--- src/rtl/bsync_pkg.sv ---
package bsync_pkg;

    // Timing event raised by the sequencer toward the lead/lag counter
    typedef enum logic [1:0] {
        EV_NONE = 2'd0,
        EV_LEAD = 2'd1,
        EV_LAG  = 2'd2
    } phase_evt_e;

    // Correction returned by the counter for the current tick
    typedef struct packed {
        logic skip;
        logic rep;
    } phase_cmd_t;

endpackage

--- src/rtl/bsync_sampler.sv ---
module bsync_sampler #(
    parameter bit INVERT = 1'b1
) (
    input  logic clk,
    input  logic rst_n,
    input  logic restart_i,
    input  logic tick_i,
    input  logic data_i,
    output logic cur_o,
    output logic changed_o
);

    typedef struct packed {
        logic prev;
    } smp_t;

    smp_t smp_d, smp_q;

    always_comb begin
        smp_d = smp_q;
        cur_o = data_i ^ INVERT;
        changed_o = (cur_o != smp_q.prev);
        if (restart_i) begin
            smp_d.prev = 1'b0;
        end else if (tick_i) begin
            smp_d.prev = cur_o;
        end
    end

    always_ff @(posedge clk or negedge rst_n) begin
        if (!rst_n) begin
            smp_q <= '0;
        end else begin
            smp_q <= smp_d;
        end
    end

endmodule

--- src/rtl/bsync_phase_acc.sv ---
module bsync_phase_acc
    import bsync_pkg::*;
#(
    parameter int PH_MAX = 16,
    parameter int PH_MID = 8,
    parameter int PH_MIN = 0,
    parameter int CW     = $clog2(PH_MAX + 1)
) (
    input  logic          clk,
    input  logic          rst_n,
    input  logic          restart_i,
    input  phase_evt_e    evt_i,
    output phase_cmd_t    cmd_o,
    output logic [CW-1:0] cnt_o
);

    localparam logic [CW-1:0] C_MID     = CW'(PH_MID);
    localparam logic [CW-1:0] C_TOP_PRE = CW'(PH_MAX - 1);
    localparam logic [CW-1:0] C_BOT_PRE = CW'(PH_MIN + 1);

    typedef struct packed {
        logic [CW-1:0] cnt;
    } acc_t;

    acc_t acc_d, acc_q;

    always_comb begin
        acc_d = acc_q;
        cmd_o = '0;
        unique case (evt_i)
            EV_LEAD: begin
                if (acc_q.cnt == C_TOP_PRE) begin
                    acc_d.cnt  = C_MID;
                    cmd_o.skip = 1'b1;
                end else begin
                    acc_d.cnt = acc_q.cnt + 1'b1;
                end
            end
            EV_LAG: begin
                if (acc_q.cnt == C_BOT_PRE) begin
                    acc_d.cnt = C_MID;
                    cmd_o.rep = 1'b1;
                end else begin
                    acc_d.cnt = acc_q.cnt - 1'b1;
                end
            end
            default: begin
            end
        endcase
        if (restart_i) begin
            acc_d.cnt = C_MID;
            cmd_o     = '0;
        end
    end

    always_ff @(posedge clk or negedge rst_n) begin
        if (!rst_n) begin
            acc_q.cnt <= C_MID;
        end else begin
            acc_q <= acc_d;
        end
    end

    assign cnt_o = acc_q.cnt;

endmodule

--- src/rtl/bsync_seq.sv ---
module bsync_seq
    import bsync_pkg::*;
#(
    parameter int SW        = 4,
    parameter int ST_SAMPLE = 4,
    parameter int ST_LAST   = 11,
    parameter int ST_LEAD_A = 6,
    parameter int ST_LAG_A  = 9
) (
    input  logic          clk,
    input  logic          rst_n,
    input  logic          restart_i,
    input  logic          tick_i,
    input  logic          cur_i,
    input  logic          changed_i,
    input  phase_cmd_t    cmd_i,
    output phase_evt_e    evt_o,
    output logic [SW-1:0] state_o,
    output logic          valid_o,
    output logic          bit_o
);

    localparam logic [SW-1:0] S_HUNT   = '0;
    localparam logic [SW-1:0] S_SAMPLE = SW'(ST_SAMPLE);
    localparam logic [SW-1:0] S_LAST   = SW'(ST_LAST);
    localparam logic [SW-1:0] S_LEAD_A = SW'(ST_LEAD_A);
    localparam logic [SW-1:0] S_LEAD_B = SW'(ST_LEAD_A + 1);
    localparam logic [SW-1:0] S_LAG_A  = SW'(ST_LAG_A);
    localparam logic [SW-1:0] S_LAG_B  = SW'(ST_LAG_A + 1);

    typedef struct packed {
        logic [SW-1:0] state;
        logic          valid;
        logic          bitv;
    } seq_t;

    seq_t seq_d, seq_q;

    logic in_lead;
    logic in_lag;

    assign in_lead = (seq_q.state == S_LEAD_A) || (seq_q.state == S_LEAD_B);
    assign in_lag  = (seq_q.state == S_LAG_A)  || (seq_q.state == S_LAG_B);

    // Event toward the counter: only on a tick, only with a change
    always_comb begin
        evt_o = EV_NONE;
        if (tick_i && !restart_i && changed_i) begin
            if (in_lead) begin
                evt_o = EV_LEAD;
            end else if (in_lag) begin
                evt_o = EV_LAG;
            end
        end
    end

    always_comb begin
        seq_d       = seq_q;
        seq_d.valid = 1'b0;
        if (tick_i) begin
            if (seq_q.state == S_HUNT) begin
                seq_d.state = changed_i ? SW'(1) : S_HUNT;
            end else if (seq_q.state < S_SAMPLE) begin
                seq_d.state = changed_i ? S_HUNT : seq_q.state + SW'(1);
            end else begin
                seq_d.state = (seq_q.state == S_LAST) ? S_SAMPLE : seq_q.state + SW'(1);
                if (seq_q.state == S_SAMPLE) begin
                    seq_d.valid = 1'b1;
                    seq_d.bitv  = cur_i;
                end
                if (cmd_i.skip) begin
                    seq_d.state = seq_q.state + SW'(2);
                end
                if (cmd_i.rep) begin
                    seq_d.state = seq_q.state;
                end
            end
        end
        if (restart_i) begin
            seq_d = '0;
        end
    end

    always_ff @(posedge clk or negedge rst_n) begin
        if (!rst_n) begin
            seq_q <= '0;
        end else begin
            seq_q <= seq_d;
        end
    end

    assign state_o = seq_q.state;
    assign valid_o = seq_q.valid;
    assign bit_o   = seq_q.bitv;

endmodule

--- src/rtl/bitsync_phase.sv ---
module bitsync_phase
    import bsync_pkg::*;
#(
    parameter int CONFIRM   = 3,
    parameter int BIT_TICKS = 8,
    parameter int LEAD_OFS  = 2,
    parameter int LAG_OFS   = 5,
    parameter int PH_MAX    = 16,
    parameter int PH_MID    = 8,
    parameter int PH_MIN    = 0,
    parameter bit INVERT    = 1'b1
) (
    input  logic clk,
    input  logic rst_n,
    input  logic tick_i,
    input  logic restart_i,
    input  logic data_i,
    output logic bit_valid_o,
    output logic bit_o
);

    localparam int ST_SAMPLE = CONFIRM + 1;
    localparam int ST_LAST   = ST_SAMPLE + BIT_TICKS - 1;
    localparam int ST_LEAD_A = ST_SAMPLE + LEAD_OFS;
    localparam int ST_LAG_A  = ST_SAMPLE + LAG_OFS;
    localparam int SW        = $clog2(ST_LAST + 1);
    localparam int CW        = $clog2(PH_MAX + 1);

    logic          samp_cur;
    logic          samp_changed;
    phase_evt_e    phase_evt;
    phase_cmd_t    phase_cmd;
    logic [CW-1:0] phase_cnt;
    logic [SW-1:0] seq_state;

    bsync_sampler #(
        .INVERT (INVERT)
    ) u_sampler (
        .clk       (clk),
        .rst_n     (rst_n),
        .restart_i (restart_i),
        .tick_i    (tick_i),
        .data_i    (data_i),
        .cur_o     (samp_cur),
        .changed_o (samp_changed)
    );

    bsync_phase_acc #(
        .PH_MAX (PH_MAX),
        .PH_MID (PH_MID),
        .PH_MIN (PH_MIN),
        .CW     (CW)
    ) u_phase (
        .clk       (clk),
        .rst_n     (rst_n),
        .restart_i (restart_i),
        .evt_i     (phase_evt),
        .cmd_o     (phase_cmd),
        .cnt_o     (phase_cnt)
    );

    bsync_seq #(
        .SW        (SW),
        .ST_SAMPLE (ST_SAMPLE),
        .ST_LAST   (ST_LAST),
        .ST_LEAD_A (ST_LEAD_A),
        .ST_LAG_A  (ST_LAG_A)
    ) u_seq (
        .clk       (clk),
        .rst_n     (rst_n),
        .restart_i (restart_i),
        .tick_i    (tick_i),
        .cur_i     (samp_cur),
        .changed_i (samp_changed),
        .cmd_i     (phase_cmd),
        .evt_o     (phase_evt),
        .state_o   (seq_state),
        .valid_o   (bit_valid_o),
        .bit_o     (bit_o)
    );

endmodule

--- config.mk ---
export PLATFORM = sky130hd
export DESIGN_NAME = bitsync_phase
export DESIGN_NICKNAME = d
export VERILOG_FILES = /design/src/rtl/bsync_pkg.sv /design/src/rtl/bsync_sampler.sv /design/src/rtl/bsync_phase_acc.sv /design/src/rtl/bsync_seq.sv /design/src/rtl/bitsync_phase.sv
export SDC_FILE = /design/constraint.sdc
export NUM_CORES = 1
export LEC_CHECK = 0
export BUFFER_PORTS_ARGS = -buffer_cell sky130_fd_sc_hd__buf_2
export CORE_AREA = 2 2 48 50
export CTS_BUF_LIST = sky130_fd_sc_hd__clkbuf_4 sky130_fd_sc_hd__clkbuf_8
export DETAILED_ROUTE_END_ITERATION = 8
export DIE_AREA = 0 0 50 52
export GPL_ROUTABILITY_DRIVEN = 0
export HOLD_SLACK_MARGIN = 0.15
export PLACE_DENSITY = 0.7
export SETUP_SLACK_MARGIN = 0.02
export SYNTH_ARGS = -nofsm -noshare
export SYNTH_HDL_FRONTEND = slang
export SYNTH_SLANG_ARGS = --single-unit
export TNS_END_PERCENT = 1
--- constraint.sdc ---
create_clock -name clk -period 2.6 [get_ports clk]
set_input_delay 0 -clock clk [delete_from_list [all_inputs] [get_ports clk]]
set_output_delay 0 -clock clk [all_outputs]
set_load 0.01 [all_outputs]
## Word-level counts from Yosys, hierarchy flattened

Cells that the tools add are included.

| cells by class | value |
|---|---|
| add/subtract/negate cells | 4 |
| $lt $le $gt $ge | 1 |
| equality and inequality tests | 14 |
| mux-type cells | 26 |
| bitwise operators | 1 |
| reductions and logical operators | 11 |

Operator list:

| cell | count |
|---|---|
| $mux 4 | 6 |
| $mux 5 | 3 |
| $mux 2 | 7 |
| $eq 4x3->1 const B | 3 |
| $eq 4x4->1 const B | 3 |
| $mux 6 | 2 |
| $pmux 5 s2 | 1 |
| $mux 1 | 7 |
| $add 5x1->5 const B | 1 |
| $eq 5x1->1 const B | 1 |
| $eq 5x4->1 const B | 1 |
| $sub 5x1->5 const B | 1 |
| $add 4x1->4 const B | 1 |
| $add 4x2->4 const B | 1 |
| $logic_not 4->1 | 1 |
| $lt 4x3->1 const B | 1 |
| $ne 2x2->1 const B | 2 |
| $ne 4x2->1 const B | 1 |
| $reduce_and 4->1 | 1 |
| $reduce_bool 2->1 | 2 |
| $reduce_bool 3->1 | 1 |
| $eq 2x1->1 const B | 1 |
| $eq 2x2->1 const B | 1 |
| $logic_and 1x1->1 | 2 |
| other kinds (5) | 6 |

| storage, ports and cells | value |
|---|---|
| register bits | 12 |
| input bits | 5 |
| output and inout port bits | 2 |
| logic and storage cells | 62 |

## Longest topological paths before layout

Gate-level depths: netlist (run 1).

| logic depth | value |
|---|---|
| depth after elaboration | 14 |
| mapped depth | 8 |

## Modules after synthesis

Synthesis (run 1) repeated with hierarchy kept, for this count alone.

| unflattened totals | value |
|---|---|
| cells, all modules | 116 |
| area total of the unflattened synthesis | 985.9 µm² |

Modules (own cells, without submodules):

| module | instances | cells each | area an instance (µm²) | seq. area each (µm²) |
|---|---|---|---|---|
| bsync_seq | 1 | 61 | 514.2 | 150.1 |
| bsync_phase_acc | 1 | 50 | 422.9 | 126.4 |
| bsync_sampler | 1 | 5 | 48.8 | 25.0 |

## Least setup slack after synthesis (run 1)

No wires, ideal clock.

| timing | value |
|---|---|
| kind | reg-to-reg |
| start | register u_seq.seq_q (netlist bit u_seq.state_o[0]) |
| end | register u_phase.acc_q (netlist bit u_phase.cnt_o[3]) |
| data arrival time | 1,777 ps |
| path slack | 743 ps |
| stages on the path, launching flop included | 8 |
| clock period less this slack | 1,857 ps |
| path through | dfrtp_1 > inv_1 > ha_1 > o21ba_4 > nand4_4 > or4_4 > a21bo_1 > o22a_1 |

| on the way | value |
|---|---|
| longest elaborated chain between the ends | 8 |
| elaborated cells between the ends (all ways) | 14 |

Ends and longest elaborated chain:

| what | line | RTL |
|---|---|---|
| start: declaration | bsync_seq.sv:37 | `seq_t seq_d, seq_q;` |
| start signal: assignment | bsync_seq.sv:88 | `seq_q <= seq_d;` |
| $eq 4x4->1 | bsync_seq.sv:43 | `assign in_lag = (seq_q.state == S_LAG_A) \|\| (seq_q.state == S_LAG_B);` |
| $logic_or 1x1->1 | bsync_seq.sv:43 |  |
| $mux 2 | bsync_seq.sv:51 | `end else if (in_lag) begin` |
| $mux 2 (*) | bsync_seq.sv:49 | `if (in_lead) begin` |
| $mux 2 (*) | bsync_seq.sv:48 | `if (tick_i && !restart_i && changed_i) begin` |
| $eq 2x2->1 / $eq 2x1->1 (equally long branches) | bsync_phase_acc.sv:30 | `unique case (evt_i)` |
| $pmux 5 s2 | bsync_phase_acc.sv:30 |  |
| $mux 5 | bsync_phase_acc.sv:50 | `if (restart_i) begin` |
| end: declaration | bsync_phase_acc.sv:25 | `acc_t acc_d, acc_q;` |

Mark *: on every way between the ends. The rest lies on a longest branch, timed or not.
A chain may end at the register's enable or synchronous reset.

## Worst setup path after layout (run 1)

| timing | value |
|---|---|
| start | register u_phase.acc_q (netlist bit u_phase.cnt_o[0]) |
| end | register u_seq.seq_q (netlist bit u_seq.state_o[1]) |

| on the way | value |
|---|---|
| longest elaborated chain between the ends | 10 |
| elaborated cells between the ends (all ways) | 15 |

Ends and longest elaborated chain:

| what | line | RTL |
|---|---|---|
| $eq 5x4->1 | bsync_phase_acc.sv:32 | `if (acc_q.cnt == C_TOP_PRE) begin` |
| $mux 1 | bsync_phase_acc.sv:32 |  |
| $mux 1 | bsync_phase_acc.sv:30 |  |
| $mux 2 (*) | bsync_phase_acc.sv:50 |  |
| $mux 4 | bsync_seq.sv:71 | `if (cmd_i.skip) begin` |
| $mux 4 | bsync_seq.sv:74 | `if (cmd_i.rep) begin` |
| $mux 4 | bsync_seq.sv:63 | `end else if (seq_q.state < S_SAMPLE) begin` |
| $mux 4 | bsync_seq.sv:61 | `if (seq_q.state == S_HUNT) begin` |
| $mux 6 | bsync_seq.sv:60 | `if (tick_i) begin` |
| $mux 6 | bsync_seq.sv:79 | `if (restart_i) begin` |

Mark *: on every way between the ends. The rest lies on a longest branch, timed or not. The select of a mux whose other input is x is not followed.

==> results of run 1 <==
==> report_power, final <==
group          total (W)  internal (W)  leakage [nW]  switching, W
combinational  0.0000856     0.0000397         0.297     0.0000459
clock           0.000156     0.0000853        0.0210     0.0000709
sequential      0.000203      0.000193         0.161    0.00000994
total           0.000445      0.000318         0.479      0.000127
==> cells in the final DEF (no fill, tap or decap), types with 2 or more instances in the layout <==
cell type	instances
a21oi_1	7
a31oi_1	2
buf_2	6
clkbuf_4	3
dfrtp_1	11
dlygate4sd3_1	6
ha_1	8
inv_1	8
mux2i_1	3
nand2_1	5
nand3_1	4
nand4_1	2
nor2_1	8
nor2b_1	4
nor3_1	2
o21ai_0	5
o21ai_1	3
o22ai_1	3
o31ai_1	2
xnor2_1	2
==> cell families (layout without fill, tap and decap cells) <==
logic type,count (synthesis),in the layout
DFF,12,12
adders and majority gates,8,8
muxes,3,3
AOI/OAI and AO/OA,34,34
xor gates and xnor gates,3,3
buffers and inverters,12,25
and+or+nand+nor,36,36
==> registers in the layout, summed over array words and instances (netlist names) <==
signal	flops
u_phase.cnt_o	5
u_seq.state_o	4
u_sampler.smp_q	1
u_seq.bit_o	1
u_seq.valid_o	1
==> final timing paths <==
check | start | end | slack [ns] | depth (start not counted)
min in group clk | restart_i | u_phase.cnt_o[4] | 0.55 | 3
hold / removal | rst_n | u_phase.cnt_o[3] | 0.19 | 2
hold reg to reg | u_phase.cnt_o[3] | u_phase.cnt_o[3] | 0.57 | 1
setup / recovery | u_phase.cnt_o[0] | u_seq.state_o[1] | 0.56 | 6
max in group asynchronous | rst_n | u_phase.cnt_o[0] | 1.47 | 3
setup reg to reg | u_phase.cnt_o[0] | u_seq.state_o[1] | 0.56 | 6
==> through the flow <==
step           cells  hold WS (ns)  instance area (um2)  worst slack, ns
2_1_floorplan    108        -0.296                  986            0.743
3_3_place_gp     139       -0.0985                 1040            0.652
3_5_place_dp     139       -0.0974                 1040            0.604
4_1_cts          149         0.186                 1130            0.590
5_1_grt          149         0.179                 1130            0.304
6_report         149         0.187                 1130            0.557
==> routing by layer <==
layer	routed length (um)	GRT usage
met1	1010	0.272
met2	1060	0.307
met3	75	0.0345
met4	25	0.0694
met5	0	0
==> cell type report <==
| type | instances | area share |
|---|---|---|
| multi-input combinational | 84 | 0.559 |
| clock buffer | 4 | 0.0320 |
| tap | 28 | 0.0309 |
| sequential | 12 | 0.266 |
| timing repair buffer | 13 | 0.0860 |
| inverter | 8 | 0.0265 |
==> flow_summary_export.csv, run 1 <==
group,metric,value,unit
clock_network,clk_pin_slew,0.08,ns
die,die-width,50,um
detailed_routing,first_pass_iters,5,
die,die_y,52,um
clock_network,cts_buffers,3,
yosys,ys_seq_area_frac,0.306,
worst_setup_path,slowest_delay,0.48,ns
yosys,muxShareOfSynthArea,0.0305,
yosys,yosys.area_share.simple,0.228,
worst_setup_path,crit_arrival,2.18,ns
timing,slew_violations,0,
timing,rsz0062_at_grt,"no",
min_path,hold_path_class,"in2async",
yosys,synth_common_cells,"dfrtp_1 (11), ha_1 (8), inv_1 (8), nor2_1 (8), a21oi_1 (7)",
yosys,synth_cell_type_count,45,
yosys,synth_compound_area_frac,0.237,
yosys,synth_edf_count,0,
die,coreArea,2110,um2
worst_setup_path,path_buf_inv,0,
worst_setup_path,required,2.74,ns
yosys,yosys.area_share.xor_xnor,0.0457,
clock_network,clockBufferDepth,2,
clock_network,cts_tree,"yes",
worst_setup_path,crit_chain,"ha_1, nand3b_1, nor3_1, nor2b_1, mux2i_1, o22ai_1",
cells_and_area,syn_to_final_growth,15.1,%
grt,grt_pass1_vias,833,
yosys,synth-async-reset-ratio,1.00,
clock_network,clkLatencyLatePin,0.28,ns
detailed_routing,vias,872,
cells_and_area,drive_gt1_frac,0.165,
status,status,"complete, no violations",
detailed_routing,wl_per_cell,14.6,um
grt,grt.total_usage,0.197,
timing,worst_slew_pin_slew,0.630,ns
yosys,synthAdderAreaFrac,0.102,
yosys,postSynthCellCount,108,
pwr,report.power.total,0.000445,W
timing,finalHoldViolations,0,
yosys,ys_dominant_reg_cell,"dfrtp_1",
cells_and_area,multiInputGateArea,634,um2
worst_setup_path,critPathSlowestCell,"nor2b_1",
timing,setup_viol_count_final,0,
placed_design,port_buffers,6,
worst_setup_path,endpoint_kind,"register",
grt,grt_max_degree,13,
clock_network,cts_post_setup_buffers_inserted,0,
timing,fin_tns_setup,0,ns
timing,max_freq,490,MHz
pwr,ir_drop,268,uV
run,max_cap_violations,0,
die,ios,7,
die,initial_core_util,0.468,
worst_setup_path,crit_family,"simple AND/OR/NAND/NOR gates",
yosys,synth_most_common_cell,"dfrtp_1",
placed_design,place_hpwl,1.58,mm
cells_and_area,num-nets-final,135,
die,rows,17,
yosys,synth_warnings,0,
timing,layout_worst_path_cycle_share,0.786,
timing,slew_headroom,0.573,
yosys,synth.avg_cell_area,9.13,um2
grt,grt-ovfl-total,0,
detailed_routing,avgViaCountPerCell,5.85,
worst_setup_path,cp-start-kind,"register",
grt,antenna_found_initial,0,
detailed_routing,ant_nets,0,
yosys,yosys-top-cells-area,"dfrtp_1 (28%), ha_1 (10%), a21oi_1 (3.6%)",
yosys,synth_top_family_by_area,"compound AO/OA/AOI/OAI gates",
yosys,synth_top_area_cell,"dfrtp_1",
timing,clock_skew,0.00103,ns
clock_network,h-tree-depth,1,
detailed_routing,drc,0,
clock_network,cts-resized-gates,0,
clock_network,cts-root-buf,"clkbuf_4",
cells_and_area,seq_area,302,um2
cells_and_area,fin_util,0.539,
yosys,ys_ff_latch,12,
yosys,synthDominantCellAreaShare,0.279,
clock_network,clock_sinks,12,
cells_and_area,fill_cells,196,
cells_and_area,antenna_cells,0,
pwr,power_density,392,nW/um2
grt,grt_pass1_wl,3.83,mm
worst_setup_path,crit_type,"reg2reg",
yosys,syn-num-nets,121,
timing,post-route-min-period,2.04,ns
clock_network,hold_buffers,6,
detailed_routing,drt_first_iter_violations,19,
worst_setup_path,cp_max_fo,7,
detailed_routing,wl,2.17,mm
pwr,p_leak,0.479,nW
yosys,synth.cell_area,986,um2
die,die_area,2600,um2
No activity file was read; power rests on OpenSTA's default activity.
==> run 2: changes to the inputs <==
Settings changed: PLACE_DENSITY 0.7 to 0.73.
Clock period 2.6 ns to 1.79 ns, I/O delays scaled along.
==> flow_summary_export.csv, run 2 (same netlist as run 1, synthesis figures left out) <==
group,metric,value,unit
grt,grt_pass1_wl,4.32,mm
timing,slew_headroom,0.629,
worst_setup_path,crit_arrival,2.00,ns
grt,grt-ovfl-total,0,
timing,clock_skew,0.00227,ns
detailed_routing,drc,0,
clock_network,cts-root-buf,"clkbuf_4",
die,die_area,2600,um2
timing,fin_tns_setup,-0.0382,ns
timing,max_freq,552,MHz
timing,post-route-min-period,1.81,ns
worst_setup_path,critPathSlowestCell,"dfrtp_2",
detailed_routing,ant_nets,0,
worst_setup_path,crit_chain,"buf_6, ha_4, o21ba_4, nand4_1, o311ai_1, buf_4, o31ai_2, o2bb2ai_1",
detailed_routing,drt_first_iter_violations,15,
clock_network,h-tree-depth,1,
cells_and_area,fill_cells,165,
grt,grt_pass1_vias,960,
worst_setup_path,crit_type,"reg2reg",
clock_network,clock_sinks,12,
worst_setup_path,slowest_delay,0.45,ns
timing,setup_slack,-0.0215,ns
grt,grt.total_usage,0.223,
worst_setup_path,regToRegStartpoint,"u_seq.state_o[1]",
worst_setup_path,r2r_end,"u_seq.state_o[2]",
timing,worst_slew_pin_slew,0.555,ns
worst_setup_path,worstRegToRegCells,8,
cells_and_area,largest_reg_flops,5,
worst_setup_path,cp-start-kind,"register",
worst_setup_path,cp_max_fo,5,
die,coreArea,2110,um2
grt,antenna_found_initial,0,
clock_network,clkLatencyLatePin,0.27,ns
clock_network,cts_tree,"yes",
cells_and_area,fin_util,0.631,
worst_setup_path,crit_family,"compound AO/OA/AOI/OAI gates",
clock_network,clockBufferDepth,2,
die,initial_core_util,0.468,
cells_and_area,num-nets-final,151,
pwr,power_density,514,nW/um2
timing,setup_viol_count_final,2,
timing,layout_worst_path_cycle_share,1.01,
min_path,hold_path_class,"in2async",
status,status,"finished, violations left",
worst_setup_path,required,1.98,ns
timing,rsz0062_at_grt,"yes",
cells_and_area,antenna_cells,0,
die,rows,17,
timing,finalHoldViolations,0,
worst_setup_path,path_buf_inv,2,
cells_and_area,syn_to_final_growth,34.8,%
cells_and_area,final_common_cell,"buf_4",
detailed_routing,avgViaCountPerCell,5.84,
clock_network,cts_buffers,3,
detailed_routing,first_pass_iters,4,
die,die-width,50,um
timing,slew_violations,0,
die,ios,7,
placed_design,port_buffers,6,
status,violations,"negative setup slack",
cells_and_area,drive_gt1_frac,0.387,
run,max_cap_violations,0,
die,die_y,52,um
cells_and_area,layout_common_cells,"buf_4 (17), dfrtp_1 (9), nor2_1 (7)",
worst_setup_path,endpoint_kind,"register",
clock_network,clk_pin_slew,0.08,ns
detailed_routing,vias,963,
detailed_routing,wl_per_cell,15.8,um
placed_design,place_hpwl,1.81,mm
grt,grt_max_degree,13,
pwr,ir_drop,342,uV
worst_setup_path,r2r_slack,-0.02,ns
pwr,p_leak,0.563,nW
detailed_routing,wl,2.61,mm
run 2: worst max path at each step:
stage | startpoint | to | slack [ns] | cells past startpoint
5_1_grt | u_seq.state_o[1] | u_seq.state_o[2] | -0.09 | 8
3_3_place_gp | u_seq.state_o[1] | u_phase.cnt_o[3] | -0.02 | 6
4_1_cts | u_seq.state_o[0] | u_phase.cnt_o[3] | -0.01 | 7
3_5_place_dp | u_seq.state_o[0] | u_phase.cnt_o[3] | -0.06 | 6
2_1_floorplan | u_seq.state_o[1] | u_phase.cnt_o[3] | -0.009 | 7
6_report | u_seq.state_o[1] | u_seq.state_o[2] | -0.02 | 8
run 2: per-layer routing:
metal / track usage / wire length, um / share of wire
met5: 0 / 0 / 0
met4: 0.125 / 78 / 0.030
met3: 0.0230 / 49 / 0.019
met2: 0.393 / 1420 / 0.54
met1: 0.264 / 1070 / 0.41
run 2: what timing repair did:
action	in CTS	in global routing
pin swaps	6	5
hold endpoints to repair	16	0
gates resized for setup	10	5
setup buffers	1	0
endpoints found under the setup margin	7	9
hold buffers	5	0
run 2: report_power, final:
| part | total (W) | internal, W | switching, W |
|---|---|---|---|
| Clock | 0.000220 | 0.000123 | 0.0000964 |
| Sequential | 0.000294 | 0.000281 | 0.0000127 |
| Combinational | 0.000169 | 0.0000844 | 0.0000848 |
run 2: stage by stage:
step	power, W	cells	hold WS [ns]	setup WS (ns)	instance area (um2)
floorplan	0.000386	108	-0.296	-0.00942	1000
global placement	0.000439	155	-0.106	-0.0208	1170
detailed placement	0.000445	155	-0.0986	-0.0570	1170
CTS	0.000682	165	0.203	-0.0109	1310
global route	0.000712	165	0.246	-0.0879	1330
finish	0.000683	165	0.238	-0.0215	1330
run 2: cell type report:
| cell class | count | area, um2 | area share |
|---|---|---|---|
| flip-flops and latches | 12 | 304 | 0.229 |
| repair buffers | 29 | 219 | 0.165 |
| inverters | 8 | 30.0 | 0.0226 |
| multi-input cells | 84 | 704 | 0.530 |
| well taps | 28 | 35.0 | 0.0264 |
| clock buffers | 4 | 36.3 | 0.0273 |
